[src/rtl/alu_pkg.sv]
package alu_pkg;

    typedef enum logic [1:0] {
        OP_ADD = 2'b00,
        OP_SUB = 2'b01,
        OP_AND = 2'b10
    } alu_op_e;

    typedef struct packed {
        logic n;
        logic z;
        logic c;
        logic v;
    } cond_flags_t;

    // Both 1x codes select AND
    function automatic alu_op_e decode_op(input logic [1:0] code);
        alu_op_e op;
        unique case (code)
            2'b00:   op = OP_ADD;
            2'b01:   op = OP_SUB;
            default: op = OP_AND;
        endcase
        return op;
    endfunction

endpackage

[src/rtl/alu_addsub.sv]
module alu_addsub #(
    parameter int WIDTH = 64
) (
    input  logic [WIDTH-1:0] a,
    input  logic [WIDTH-1:0] b,
    input  logic             sub,
    output logic [WIDTH-1:0] sum,
    output logic             carry_out,
    output logic             ovf
);
    logic [WIDTH-1:0] b_eff;
    logic [WIDTH:0]   wide;

    always_comb begin
        b_eff     = b ^ {WIDTH{sub}};
        wide      = {1'b0, a} + {1'b0, b_eff} + {{WIDTH{1'b0}}, sub};
        sum       = wide[WIDTH-1:0];
        carry_out = wide[WIDTH];
        ovf       = (a[WIDTH-1] == b_eff[WIDTH-1]) && (sum[WIDTH-1] != a[WIDTH-1]);
    end
endmodule

[src/rtl/alu_flag_gen.sv]
module alu_flag_gen
    import alu_pkg::*;
#(
    parameter int WIDTH = 64
) (
    input  alu_op_e          op,
    input  logic [WIDTH-1:0] res,
    input  logic             carry_out,
    input  logic             ovf,
    output cond_flags_t      next_flags
);
    always_comb begin
        next_flags.n = res[WIDTH-1];
        next_flags.z = (res == '0);
        unique case (op)
            OP_ADD, OP_SUB: begin
                next_flags.c = carry_out;
                next_flags.v = ovf;
            end
            default: begin
                next_flags.c = 1'b0;
                next_flags.v = 1'b0;
            end
        endcase
    end
endmodule

[src/rtl/alu_flag_reg.sv]
module alu_flag_reg
    import alu_pkg::*;
(
    input  logic        clk,
    input  logic        rst_n,
    input  logic        load,
    input  cond_flags_t d,
    output cond_flags_t q
);
    always_ff @(posedge clk or negedge rst_n) begin
        if (!rst_n) begin
            q <= '0;
        end else if (load) begin
            q <= d;
        end
    end
endmodule

[src/rtl/cc_alu.sv]
module cc_alu
    import alu_pkg::*;
#(
    parameter int WIDTH = 64
) (
    input  logic             clk,
    input  logic             rst_n,
    input  logic [WIDTH-1:0] opnd_a,
    input  logic [WIDTH-1:0] opnd_b,
    input  logic [1:0]       op_sel,
    input  logic             set_flags,
    output logic [WIDTH-1:0] result,
    output logic             flag_n,
    output logic             flag_z,
    output logic             flag_c,
    output logic             flag_v
);
    alu_op_e          op;
    logic [WIDTH-1:0] arith_sum;
    logic             arith_c;
    logic             arith_v;
    cond_flags_t      flags_d;
    cond_flags_t      flags_q;

    assign op = decode_op(op_sel);

    alu_addsub #(.WIDTH(WIDTH)) u_addsub (
        .a         (opnd_a),
        .b         (opnd_b),
        .sub       (op == OP_SUB),
        .sum       (arith_sum),
        .carry_out (arith_c),
        .ovf       (arith_v)
    );

    always_comb begin
        unique case (op)
            OP_ADD, OP_SUB: result = arith_sum;
            default:        result = opnd_a & opnd_b;
        endcase
    end

    alu_flag_gen #(.WIDTH(WIDTH)) u_fgen (
        .op         (op),
        .res        (result),
        .carry_out  (arith_c),
        .ovf        (arith_v),
        .next_flags (flags_d)
    );

    alu_flag_reg u_freg (
        .clk   (clk),
        .rst_n (rst_n),
        .load  (set_flags),
        .d     (flags_d),
        .q     (flags_q)
    );

    assign flag_n = flags_q.n;
    assign flag_z = flags_q.z;
    assign flag_c = flags_q.c;
    assign flag_v = flags_q.v;
endmodule

[config.mk]
export PLATFORM = sky130hd
export DESIGN_NAME = cc_alu
export DESIGN_NICKNAME = d
export VERILOG_FILES = /design/src/rtl/alu_pkg.sv /design/src/rtl/alu_addsub.sv /design/src/rtl/alu_flag_gen.sv /design/src/rtl/alu_flag_reg.sv /design/src/rtl/cc_alu.sv
export SDC_FILE = /design/constraint.sdc
export NUM_CORES = 1
export LEC_CHECK = 0
export ABC_AREA = 1
export BUFFER_PORTS_ARGS = -buffer_cell sky130_fd_sc_hd__buf_2
export CAP_MARGIN = 40
export CELL_PAD_IN_SITES_DETAIL_PLACEMENT = 0
export CELL_PAD_IN_SITES_GLOBAL_PLACEMENT = 1
export CORE_UTILIZATION = 30
export CTS_CLUSTER_SIZE = 10
export DETAILED_ROUTE_END_ITERATION = 7
export GPL_ROUTABILITY_DRIVEN = 1
export MAX_ROUTING_LAYER = met4
export PLACE_DENSITY = 0.72
export SETUP_SLACK_MARGIN = 0.02
export SYNTH_ARGS = -nofsm -noshare
export SYNTH_HDL_FRONTEND = slang
export SYNTH_SLANG_ARGS = --single-unit
[constraint.sdc]
create_clock -name clk -period 3.6 [get_ports clk]
set_input_delay 0.36 -clock clk [delete_from_list [all_inputs] [get_ports clk]]
set_output_delay 0.36 -clock clk [all_outputs]
set_load 0.02 [all_outputs]
Word level (Yosys, flattened, before mapping)
Index checks and enable logic that the tools add are counted.
{ "word_totals": {"output_inout_bits": 68, "inputBits": 133, "ff_bits": 4} }
{ "classes": {"bitwise_logic": 2, "n_mux": 3, "eq_ne": 4, "add_sub_neg": 2, "reduce_logical": 5} }
{ "op_table": {"columns": ["op", "n"], "rows": [
  ["$add 64x64->65", 1],
  ["$add 65x1->65", 1],
  ["$and 64x64->64", 1],
  ["$logic_not 64->1", 1],
  ["$mux 64", 1],
  ["$xor 64x64->64", 1],
  ["$eq 2x1->1 const B", 2],
  ["$logic_not 2->1", 2],
  ["$pmux 2 s2", 1],
  ["$mux 2", 1],
  ["$reduce_or 2->1", 1],
  ["$eq 1x1->1", 1],
  ["$logic_and 1x1->1", 1],
  ["$ne 1x1->1", 1]
]} }

Longest topological paths before layout
Gate-level depths: netlist (run 1).
{ "logic_depth": {"word_depth": 9, "mapped_depth": 27} }

Cells and area by module
Synthesis (run 1) repeated with hierarchy kept, for this count alone.
{ "hier_totals": {"hier_cells": 1362, "area_unflattened_um2": 6995.5} }
{ "by_module_without_submodules": {"columns": ["module", "cells_each", "instances", "area_per_inst_um2", "seq_area_each_um2"], "rows": [
  ["alu_addsub", 1056, 1, 5620.4, 0.0],
  ["cc_alu", 209, 1, 895.9, 0.0],
  ["alu_flag_gen", 80, 1, 330.3, 0.0],
  ["alu_flag_reg", 17, 1, 148.9, 100.1]
]} }

Worst setup path after synthesis (run 1)
No wires, ideal clock.
{ "synth_path": {"path_type": "input port to flip-flop", "from": "in op_sel[1]", "to": "reg u_freg.q[2] (netlist bit)", "required_time_ps": 3483, "setup_time_ps": 117, "t_arrival_ps": 3158, "path_slack_ps": 325, "path_stages": 24, "cell_sequence": "buf_6 inv_8 nand2_8 clkbuf_1 xnor2_1 ha_1 nand2_2 inv_2 nand2_2 inv_1 nand2_2 nand3_2 nand2_1 nand2_2 nand2_1 nand2_1 o21ai_0 nor2_1 nand3_1 nor2_1 nand3_1 nor2_1 nand3_1 nand2_1"} }
{ "synth_via": {"elab_chain_len": 8, "word_cells_on_any_way": 11} }
{ "synth_rtl": {"columns": ["element", "line_no", "rtl"], "rows": [
  ["from (decl)", "cc_alu.sv:10", "input logic [1:0] op_sel,"],
  ["$eq 2x1->1 / $logic_not 2->1 (equally long branches)", "alu_pkg.sv:19", "unique case (code)"],
  ["$pmux 2 s2 (*)", "alu_pkg.sv:19", null],
  ["$eq 2x1->1", "cc_alu.sv:30, cc_alu.sv:37", null],
  ["$xor 64x64->64", "alu_addsub.sv:15", "b_eff = b ^ {WIDTH{sub}};"],
  ["$add 64x64->65", "alu_addsub.sv:16", "wide = {1'b0, a} + {1'b0, b_eff} + {{WIDTH{1'b0}}, sub};"],
  ["$add 65x1->65", "alu_addsub.sv:16", null],
  ["$mux 64 (*)", "cc_alu.sv:37", "unique case (op)"],
  ["named net result[20]", "cc_alu.sv:12", "output logic [WIDTH-1:0] result,"],
  ["$logic_not 64->1 (*)", "alu_flag_gen.sv:14", "next_flags.z = (res == '0);"],
  ["to (signal assigned)", "alu_flag_reg.sv:12", "q <= '0;"],
  ["to (signal assigned)", "alu_flag_reg.sv:14", "q <= d;"],
  ["to (decl)", "alu_flag_reg.sv:8", "output cond_flags_t q"]
]} }
The timed path passes the listed nets; every way through them passes the cells marked *.
A chain may end at the register's enable or synchronous reset.

Worst setup path after layout (run 1)
{ "layout_path": {"from": "in op_sel[1]", "to": "out result[47]"} }
{ "layout_via": {"elab_chain_len": 7, "word_cells_on_any_way": 10} }
{ "layout_rtl": {"columns": ["element", "line_no"], "rows": [
  ["$eq 2x1->1 / $logic_not 2->1 (equally long branches)", "alu_pkg.sv:19"],
  ["$pmux 2 s2 (*)", "alu_pkg.sv:19"],
  ["$eq 2x1->1", "cc_alu.sv:30, cc_alu.sv:37"],
  ["$xor 64x64->64", "alu_addsub.sv:15"],
  ["$add 64x64->65", "alu_addsub.sv:16"],
  ["$add 65x1->65", "alu_addsub.sv:16"],
  ["$mux 64 (*)", "cc_alu.sv:37"],
  ["to (decl)", "cc_alu.sv:12"]
]} }
Mark *: on every way between the ends. The rest lies on a longest branch, timed or not.

==> reports/qor.txt, run 1 <==
Status -> completed
Post-Synth Simple-Gate Area -> 0.545
Starting Density -> 0.307
DR WL/cell -> 16.7 µm
Crit. End Element -> primary output
Syn Area/Cell -> 4.99 µm²
Ratio of cells with drive above 1 in the final layout -> 0.270
Core footprint -> 25300 µm²
Largest net degree at the start of global routing -> 64
Tmin final -> 3.50 ns
Worst-path fanout max -> 14
1st-pass router iterations -> 6
Routability Congestion -> 1.03
Post-Syn Nets -> 1761
Crit-path leading delay family -> simple AND/OR/NAND/NOR gates
RSZ-0062 raised after global routing -> true
Final WL -> 36.8 mm
I/O Buffers -> 200
Num Clock Sinks -> 4
Dpl ws -> -0.245 ns
Die Area -> 26500 µm²
Clock Path Buffers -> 2
Proportion of synthesized area in mux cells -> 0
CTS root buffer -> clkbuf_16
Row count -> 58
Largest family of logic cells by synthesized area -> simple AND/OR/NAND/NOR gates
Dpl cell area -> 9920 µm²
R2R depth -> 2
Final instance area -> 10500 µm²
Post-layout util -> 0.417
Number of global-route vias before repair -> 9647
CTS buffer count -> 3
Pleak -> 0.00600 µW
Main synth FF type -> dfrtp_1
HP Class -> in2reg
Worst setup margin -> 0.0968 ns
Worst slew margin -> 0.469
Biggest regs -> u_freg.q x4
Slew Limit Fails -> 0
Worst reg2reg startpoint -> u_freg.q[0]$_DFFE_PN0P_
Synth Cell Area -> 7760 µm²
Synth Area in Compound Gates -> 0.0972
Placed Instances -> 2171
Post-Layout Cell Count -> 2197
Max incr delay on CP -> 0.37 ns
Adder-cell share of the synthesized area -> 0.115
Crit start category -> primary input
Critical path data arrival time -> 3.14 ns
Grt ovf -> 0
Number of flops mapped to enable cells by yosys -> 0
P&R area growth vs syn -> 35.8%
Post-synthesis cell type with the largest combined area -> nand2_1
CP cell instances -> buf_2 > inv_8 > nand2_8 > buf_12 > xnor2_1 > ha_1 > nand2_1 > nor2_1 > inv_1 > nor2_2 > inv_1 > nor3_2 > nand2_2 > nand2_2 > buf_4 > nand2_1 > nand3b_1 > nand3_1 > nand2_1 > buf_2
Maximum vdd drop -> 0.275 mV
Number of synthesized register bits -> 4
CP Class -> in2out
Post-DRT Antenna Nets -> 0
Hold EP -> u_freg.q[3]$_DFFE_PN0P_
Unique masters post-synth -> 40
Sequential area share after synthesis -> 0.0129
Nets@finish -> 2072
Max reg flops -> 4
Vias -> 10768
Syn. warnings -> 0
Buf/Inv on CP -> 7
Most numerous cell in the Yosys netlist -> nand2_1
Syn Inst Count -> 1557
Crit path top cell by count -> nand2_1
# DRC -> 0
Worst path slowest cell -> ha_1
Reg-to-Reg End -> u_freg.q[0]$_DFFE_PN0P_
Initial antenna violation count -> 1
CTS tree -> built
Flop2flop setup slack -> 2.95 ns
Highest Clock Rate -> 285 MHz
Fill count -> 2914
Final Hold Vio Count -> 0
Worst Skew -> 0 ns
Global Route Usage Sum -> 0.274
Top reg by flops -> u_freg.q
Iter 0 DRT Violations -> 953
Die width -> 163 µm
Worst hold path depth -> 2
Share of the synthesized area in the top cell type -> 0.259
Least-Margin Pin Slew -> 0.797 ns
P per Cell Area -> 269 nW/µm²
HPWL after DPL -> 32.0 mm
H-tree depth -> 1
Top cells by area, synth -> nand2_1 26%, inv_1 13%, ha_1 11%, nand3_1 11%, nor2_1 7.1%
Async set-reset flop share out of synthesis -> 1.00
XOR/XNOR share of the synthesized area -> 0.0745
Total power -> 2840 µW
Worst Path Required -> 3.24 ns
Die span in y -> 163 µm
Final period util -> 0.973
Top Ports -> 201
Hold path startpoint -> set_flags
Global-route wire length before repair -> 53.9 mm
Max Cap Viol -> 0
Top cells by count, synth -> 536 x nand2_1, 273 x inv_1, 175 x nand3_1
Worst-path clk slew -> 0.03 ns
Vias per cell -> 4.90
Final setup viols -> 0
Clk Latency, worst-skew pair -> 0.22 ns
routing by layer:
layer  GRT usage  part of all wire  up-vias
li1            -                 -     5497
met1       0.386              0.48     4886
met2       0.425              0.44      355
met3      0.0232             0.063       30
met4      0.0467             0.017        0
met5           -                 0        -
placed cells by master, fill, tap and decap left out, types with 4 or more instances in the layout:
master	Yosys	final
nor2_1	147	119
nand3b_1	11	11
inv_1	273	270
ha_2	0	13
ha_1	70	55
o21ai_0	28	23
a21oi_1	68	53
nand3_1	175	172
nand3_2	9	12
xnor2_1	62	60
nor3_1	9	7
clkbuf_16	0	4
dfrtp_1	4	4
a21oi_2	3	17
o21a_1	6	6
buf_4	1	120
buf_2	7	198
nand2_2	36	43
nand4_1	19	19
nor2_2	13	36
inv_2	18	21
nand2_1	536	527
o21bai_1	10	10
o21ai_1	8	11
nor3_2	5	5
nor2_4	4	9
power breakdown:
| part | switching (µW) | internal (µW) |
|---|---|---|
| clock | 29.2 | 142 |
| sequential | 2.41 | 49.8 |
| combinational | 1650 | 965 |
| total | 1680 | 1160 |
timing repair:
action,in CTS,in global routing
gates resized for setup,1,105
pin swaps,0,29
setup endpoints to repair,1,27
setup buffers,0,19
cloned,0,2
endpoints found under the hold margin,4,0
hold buffers,1,0
logic make-up (layout without fill, tap and decap cells):
family | Yosys count | in the layout
buf+inv | 313 | 621
other cells | 0 | 1
xor+xnor | 66 | 66
flops | 4 | 4
fa+ha+maj | 71 | 71
compound gates | 135 | 135
simple gates | 968 | 969
cell type report:
cell class | instances | area, µm² | share of cell area
diodes | 1 | 2.50 | 0.000237
clock buffers | 3 | 75.1 | 0.00712
inverters | 292 | 1100 | 0.105
repair buffers | 326 | 2040 | 0.194
multi-input cells | 1241 | 6810 | 0.646
well taps | 330 | 413 | 0.0392
flip-flops and latches | 4 | 100 | 0.00949
worst max path at each step:
stage,from,end,slack (ns),cells after the start
2_1_floorplan,op_sel[1],u_freg.q[2]$_DFFE_PN0P_,0.33,24
3_3_place_gp,op_sel[1],u_freg.q[2]$_DFFE_PN0P_,-0.26,24
3_5_place_dp,op_sel[1],u_freg.q[2]$_DFFE_PN0P_,-0.25,24
4_1_cts,op_sel[1],result[39],0.02,18
5_1_grt,op_sel[1],u_freg.q[2]$_DFFE_PN0P_,-0.005,26
6_report,op_sel[1],result[47],0.1,20
stage by stage:
stage / setup TNS, ns / hold WS (ns)
detailed placement: -0.245 / 0.173
global placement: -0.264 / 0.171
finish: 0 / 0.382
floorplan: 0 / 0.0644
global route: -0.00512 / 0.391
CTS: 0 / 0.380
Note: power is estimated with default switching activity, not from simulation.
==> run 2: changes to the inputs <==
PLACE_DENSITY = 0.73   (was 0.72)
SYNTH_HIERARCHICAL = 1   (was unset)
==> reports/qor.txt, run 2 <==
Status -> completed
Die width -> 155 µm
Slew Limit Fails -> 0
P per Cell Area -> 279 nW/µm²
I/O Buffers -> 200
Main synth FF type -> dfrtp_1
Max reg flops -> 4
Top cells by count, synth -> 439 x nand2_1, 184 x nor2_1, 159 x inv_1
CTS buffer count -> 3
Clk Latency, worst-skew pair -> 0.22 ns
Ratio of cells with drive above 1 in the final layout -> 0.403
Highest Clock Rate -> 279 MHz
Top Ports -> 201
N_diodes -> 0
Top reg by flops -> u_freg/q
Die span in y -> 155 µm
Area of the multi-input gates -> 6780 µm²
Crit. End Element -> primary output
Num Clock Sinks -> 4
1st-pass router iterations -> 5
Initial antenna violation count -> 0
Number of global-route vias before repair -> 9474
Nets@finish -> 2018
Unique masters post-synth -> 41
Worst reg2reg startpoint -> u_freg/q[1]$_DFFE_PN0P_
Dpl ws -> -0.359 ns
Final period util -> 0.994
Max incr delay on CP -> 0.35 ns
Hold path startpoint -> set_flags
Reg-to-Reg End -> u_freg/q[1]$_DFFE_PN0P_
Worst path slowest cell -> ha_1
Async set-reset flop share out of synthesis -> 1.00
Max Cap Viol -> 0
Final setup viols -> 0
Share of the synthesized area in the top cell type -> 0.236
Critical path data arrival time -> 3.22 ns
Syn. warnings -> 6
Synth Cell Area -> 7000 µm²
Maximum vdd drop -> 0.172 mV
Grt ovf -> 0
Crit start category -> primary input
Number of synthesized register bits -> 4
Most common cell after layout, fill and taps aside -> nand2_1
Final Hold Vio Count -> 0
Post-Syn Nets -> 1559
DR WL/cell -> 15.2 µm
Routability Congestion -> 0.923
CP Class -> in2out
H-tree depth -> 1
Worst-path fanout max -> 13
Post-DRT Antenna Nets -> 0
Clock Path Buffers -> 2
# DRC -> 0
Buf/Inv on CP -> 9
Post-synthesis cell type with the largest combined area -> nand2_1
Core footprint -> 22800 µm²
Global Route Usage Sum -> 0.266
Most numerous cell in the Yosys netlist -> nand2_1
Biggest regs -> u_freg/q x4
Least-Margin Pin Slew -> 0.729 ns
CTS tree -> built
Worst-path clk slew -> 0.03 ns
CTS root buffer -> clkbuf_16
HP Class -> in2reg
Row count -> 55
R2R depth -> 2
Commonest cells after routing, fill and taps aside -> 388 x nand2_1, 278 x buf_4, 190 x buf_2, 153 x inv_1, 138 x nor2_1
FF+latch area -> 100 µm²
Vias per cell -> 4.67
Hold EP -> u_freg/q[3]$_DFFE_PN0P_
Worst Skew -> 0 ns
Fill count -> 2556
Pleak -> 0.00615 µW
Sequential area share after synthesis -> 0.0143
Dpl cell area -> 10200 µm²
Starting Density -> 0.307
Tmin final -> 3.58 ns
Syn Inst Count -> 1362
RSZ-0062 raised after global routing -> true
Crit-path leading delay family -> buffers and inverters
Number of flops mapped to enable cells by yosys -> 0
Post-Layout Cell Count -> 2132
CP cell instances -> buf_2 > inv_2 > nor2_4 > buf_12 > buf_12 > buf_12 > xor2_1 > ha_1 > buf_4 > nand2_4 > nor2_4 > inv_2 > nor2_4 > nand2_2 > buf_4 > nor3_2 > nand2_2 > nand2_4 > xor2_2 > nand2_1 > nand2_2 > buf_4
Worst slew margin -> 0.514
Worst Path Required -> 3.24 ns
Top cells by area, synth -> nand2_1 24%, xor2_1 12%, ha_1 11%, nor2_1 9.9%, inv_1 8.5%
Worst setup margin -> 0.0204 ns
Worst hold path depth -> 3
Flop2flop setup slack -> 2.98 ns
Iter 0 DRT Violations -> 483
Final instance area -> 11300 µm²
Vias -> 9947
Final WL -> 32.3 mm
P&R area growth vs syn -> 61.1%
Placed Instances -> 2107
Largest net degree at the start of global routing -> 68
Syn Area/Cell -> 5.14 µm²
Global-route wire length before repair -> 48.9 mm
HPWL after DPL -> 27.9 mm
Die Area -> 23900 µm²
[run 2: cell type report]
class | instances | area share
Sequential cell | 4 | 0.00888
Tap cell | 313 | 0.0347
Inverter | 199 | 0.0663
Timing Repair Buffer | 476 | 0.282
Multi-Input combinational cell | 1137 | 0.601
Clock buffer | 3 | 0.00666
[run 2: kinds of logic after synthesis]
| logic type | count (synthesis) | share of synthesized area |
|---|---|---|
| AOI/OAI and AO/OA | 169 | 0.136 |
| xor gates and xnor gates | 102 | 0.129 |
| adders and majority gates | 64 | 0.116 |
| buffers and inverters | 221 | 0.126 |
| DFF | 4 | 0.0143 |
| and+or+nand+nor | 802 | 0.480 |
[run 2: worst max-delay path by stage]
| stage | start | to | slack [ns] | cells past startpoint |
|---|---|---|---|---|
| after floorplan | op_sel[1] | u_freg/q[2]$_DFFE_PN0P_ | 0.30 | 28 |
| after global placement | op_sel[0] | u_freg/q[2]$_DFFE_PN0P_ | -0.35 | 27 |
| after detailed placement | op_sel[0] | u_freg/q[2]$_DFFE_PN0P_ | -0.36 | 27 |
| after CTS | op_sel[1] | result[58] | -0.008 | 21 |
| after global routing | op_sel[1] | result[58] | -0.17 | 22 |
| final | op_sel[0] | result[63] | 0.02 | 22 |
[run 2: timing repair]
| action | 4_1_cts | 5_1_grt |
|---|---|---|
| hold buffers | 1 | 0 |
| endpoints found under the hold margin | 4 | 0 |
| gates cloned | 0 | 1 |
| buffers inserted | 3 | 17 |
| setup endpoints to repair | 18 | 35 |
| pin swaps | 7 | 32 |
| gates resized for setup | 46 | 192 |
[run 2: per-layer routing]
metal  up-vias  track usage  part of all wire
li1       5219            -                 -
met1      4493        0.350              0.47
met2       219        0.465              0.48
met3        16      0.00981             0.039
met4         0       0.0255            0.0070
met5         -            -                 0
[run 2: power by group]
part	leakage, µW	switching (µW)	total, µW	internal [µW]
sequential	0.0000533	2.60	52.7	50.1
clock	0.0000370	34.7	177	142
combinational	0.00606	1660	2910	1250
total	0.00615	1700	3140	1440
[run 2: stage by stage]
step,power (µW),util,hold slack [ns],TNS [ns]
finish,3140,0.495,0.428,0
global route,3420,0.495,0.449,-1.41
CTS,2920,0.459,0.420,-0.00921
detailed placement,2680,0.449,0.173,-1.35
global placement,2680,0.449,0.171,-1.37
floorplan,1500,-,0.0644,0
[run 2: worst reg2reg max path, cell delays in order (launching register included)]
cell	delay, ns
dfrtp_1	0.37
nand2_1	0.07
nand2_1	0.06
==> run 3: changes to the inputs <==
GPL_TIMING_DRIVEN = 0   (was unset)
==> reports/qor.txt, run 3 (synthesis results as in run 2) <==
Status -> completed
Die span in y -> 155 µm
Max Cap Viol -> 0
Final period util -> 0.961
Highest Clock Rate -> 289 MHz
Iter 0 DRT Violations -> 328
Max incr delay on CP -> 0.31 ns
Post-DRT Antenna Nets -> 0
Worst slew margin -> 0.701
Dpl ws -> -1.03 ns
HP Class -> in2reg
Starting Density -> 0.307
Total power -> 2710 µW
P per Cell Area -> 277 nW/µm²
Flop2flop setup slack -> 3.00 ns
Global-route wire length before repair -> 44.8 mm
RSZ-0062 raised after global routing -> true
Vias per cell -> 4.75
Clock Path Buffers -> 2
Maximum vdd drop -> 0.116 mV
P&R area growth vs syn -> 39.9%
Largest net degree at the start of global routing -> 14
Critical path data arrival time -> 3.10 ns
R2R depth -> 2
Worst setup path start -> op_sel[1]
Top Ports -> 201
Pleak -> 0.00511 µW
Dpl cell area -> 8390 µm²
Vias -> 9126
Crit path top cell by count -> nand2_1
Post-layout util -> 0.430
Die Area -> 23900 µm²
Biggest regs -> u_freg/q x4
Commonest cells after routing, fill and taps aside -> 397 x nand2_1, 205 x buf_2, 156 x inv_1, 136 x nor2_1, 103 x nand3_1
Ratio of cells with drive above 1 in the final layout -> 0.334
Final Hold Vio Count -> 0
Global Route Usage Sum -> 0.246
Routability Congestion -> 0.941
Die width -> 155 µm
Reg-to-Reg End -> u_freg/q[1]$_DFFE_PN0P_
Initial antenna violation count -> 0
CTS tree -> built
Least-Margin Pin Slew -> 0.444 ns
Slew Limit Fails -> 0
Worst setup margin -> 0.142 ns
Worst-path clk slew -> 0.03 ns
Worst Skew -> 0 ns
Worst-path fanout max -> 7
Final instance area -> 9790 µm²
CP Class -> in2out
1st-pass router iterations -> 5
Nets@finish -> 1808
Core footprint -> 22800 µm²
TNS Setup -> 0 ns
Number of global-route vias before repair -> 8598
Critical Path Sink -> result[60]
Num Clock Sinks -> 4
Tmin final -> 3.46 ns
Crit start category -> primary input
DR WL/cell -> 15.7 µm
Most common cell after layout, fill and taps aside -> nand2_1
Max reg flops -> 4
Row count -> 55
H-tree depth -> 1
CTS buffer count -> 3
Worst Path Required -> 3.24 ns
Final WL -> 30.2 mm
HPWL after DPL -> 26.0 mm
CTS root buffer -> clkbuf_16
Worst reg2reg startpoint -> u_freg/q[1]$_DFFE_PN0P_
N_diodes -> 0
Top reg by flops -> u_freg/q
# DRC -> 0
Final setup viols -> 0
Crit. End Element -> primary output
I/O Buffers -> 200
Grt ovf -> 0
Clk Latency, worst-skew pair -> 0.22 ns
CP cell instances -> buf_12 > nor2_4 > buf_12 > clkbuf_16 > xor2_1 > ha_1 > a21oi_1 > nand2_1 > a21oi_1 > buf_4 > o21ai_1 > a21oi_2 > nand3_1 > nand2_1 > nand2_1 > nand2_1 > buf_2
Worst path slowest cell -> ha_1
run 3: how the worst min path moves through the flow:
stage / startpoint / end / slack (ns) / cells after the start
after floorplan: rst_n / u_freg/q[0]$_DFFE_PN0P_ / 0.06 / 0
after global placement: rst_n / u_freg/q[3]$_DFFE_PN0P_ / 0.17 / 1
after detailed placement: rst_n / u_freg/q[3]$_DFFE_PN0P_ / 0.17 / 1
after CTS: set_flags / u_freg/q[3]$_DFFE_PN0P_ / 0.41 / 3
after global routing: set_flags / u_freg/q[1]$_DFFE_PN0P_ / 0.43 / 3
final: set_flags / u_freg/q[3]$_DFFE_PN0P_ / 0.42 / 3
run 3: worst max-delay path, delay by kind of cell:
| kind | cells | cell delay [ns] |
|---|---|---|
| adder cells (fa/ha/maj) | 1 | 0.31 |
| XOR/XNOR | 1 | 0.14 |
| AO/OA/AOI/OAI | 4 | 0.82 |
| buffers and inverters | 5 | 0.80 |
| AND/OR/NAND/NOR | 6 | 0.65 |
run 3: final cells by class:
| cell class | count | area (µm²) |
|---|---|---|
| Buffer | 21 | 213 |
| Clock buffer | 3 | 75.1 |
| Fill cell | 2659 | 13000 |
| Inverter | 199 | 747 |
| Multi-Input combinational cell | 1137 | 6850 |
| Sequential cell | 4 | 100 |
| Tap cell | 313 | 392 |
| Timing Repair Buffer | 245 | 1410 |
run 3: what timing repair did:
action                                 CTS  global route
setup endpoints to repair               48            39
buffers inserted                         8            33
cloned                                   1             2
endpoints found under the hold margin    4             0
hold buffers                             1             0
gates resized for setup                 84           189
pin swaps                               10            81
run 3: layer usage:
metal,global-route usage,vias to the layer above,wire length [µm]
met5,-,-,0
met4,0.0354,0,399
met3,0.0123,21,1050
met2,0.426,198,14300
met1,0.322,4110,14500
li1,-,4797,-
run 3: report_power, final:
group	switching [µW]	internal (µW)	total [µW]	leakage (µW)
Sequential	2.44	50.1	52.6	0.0000533
Clock	33.5	142	176	0.0000370
Combinational	1570	911	2480	0.00502
Total	1610	1100	2710	0.00511
run 3: per-stage QoR:
step                cells  hold WS (ns)
finish               1922         0.419
floorplan            1362        0.0644
global route         1922         0.433
detailed placement   1875         0.168
CTS                  1887         0.414
global placement     1875         0.168
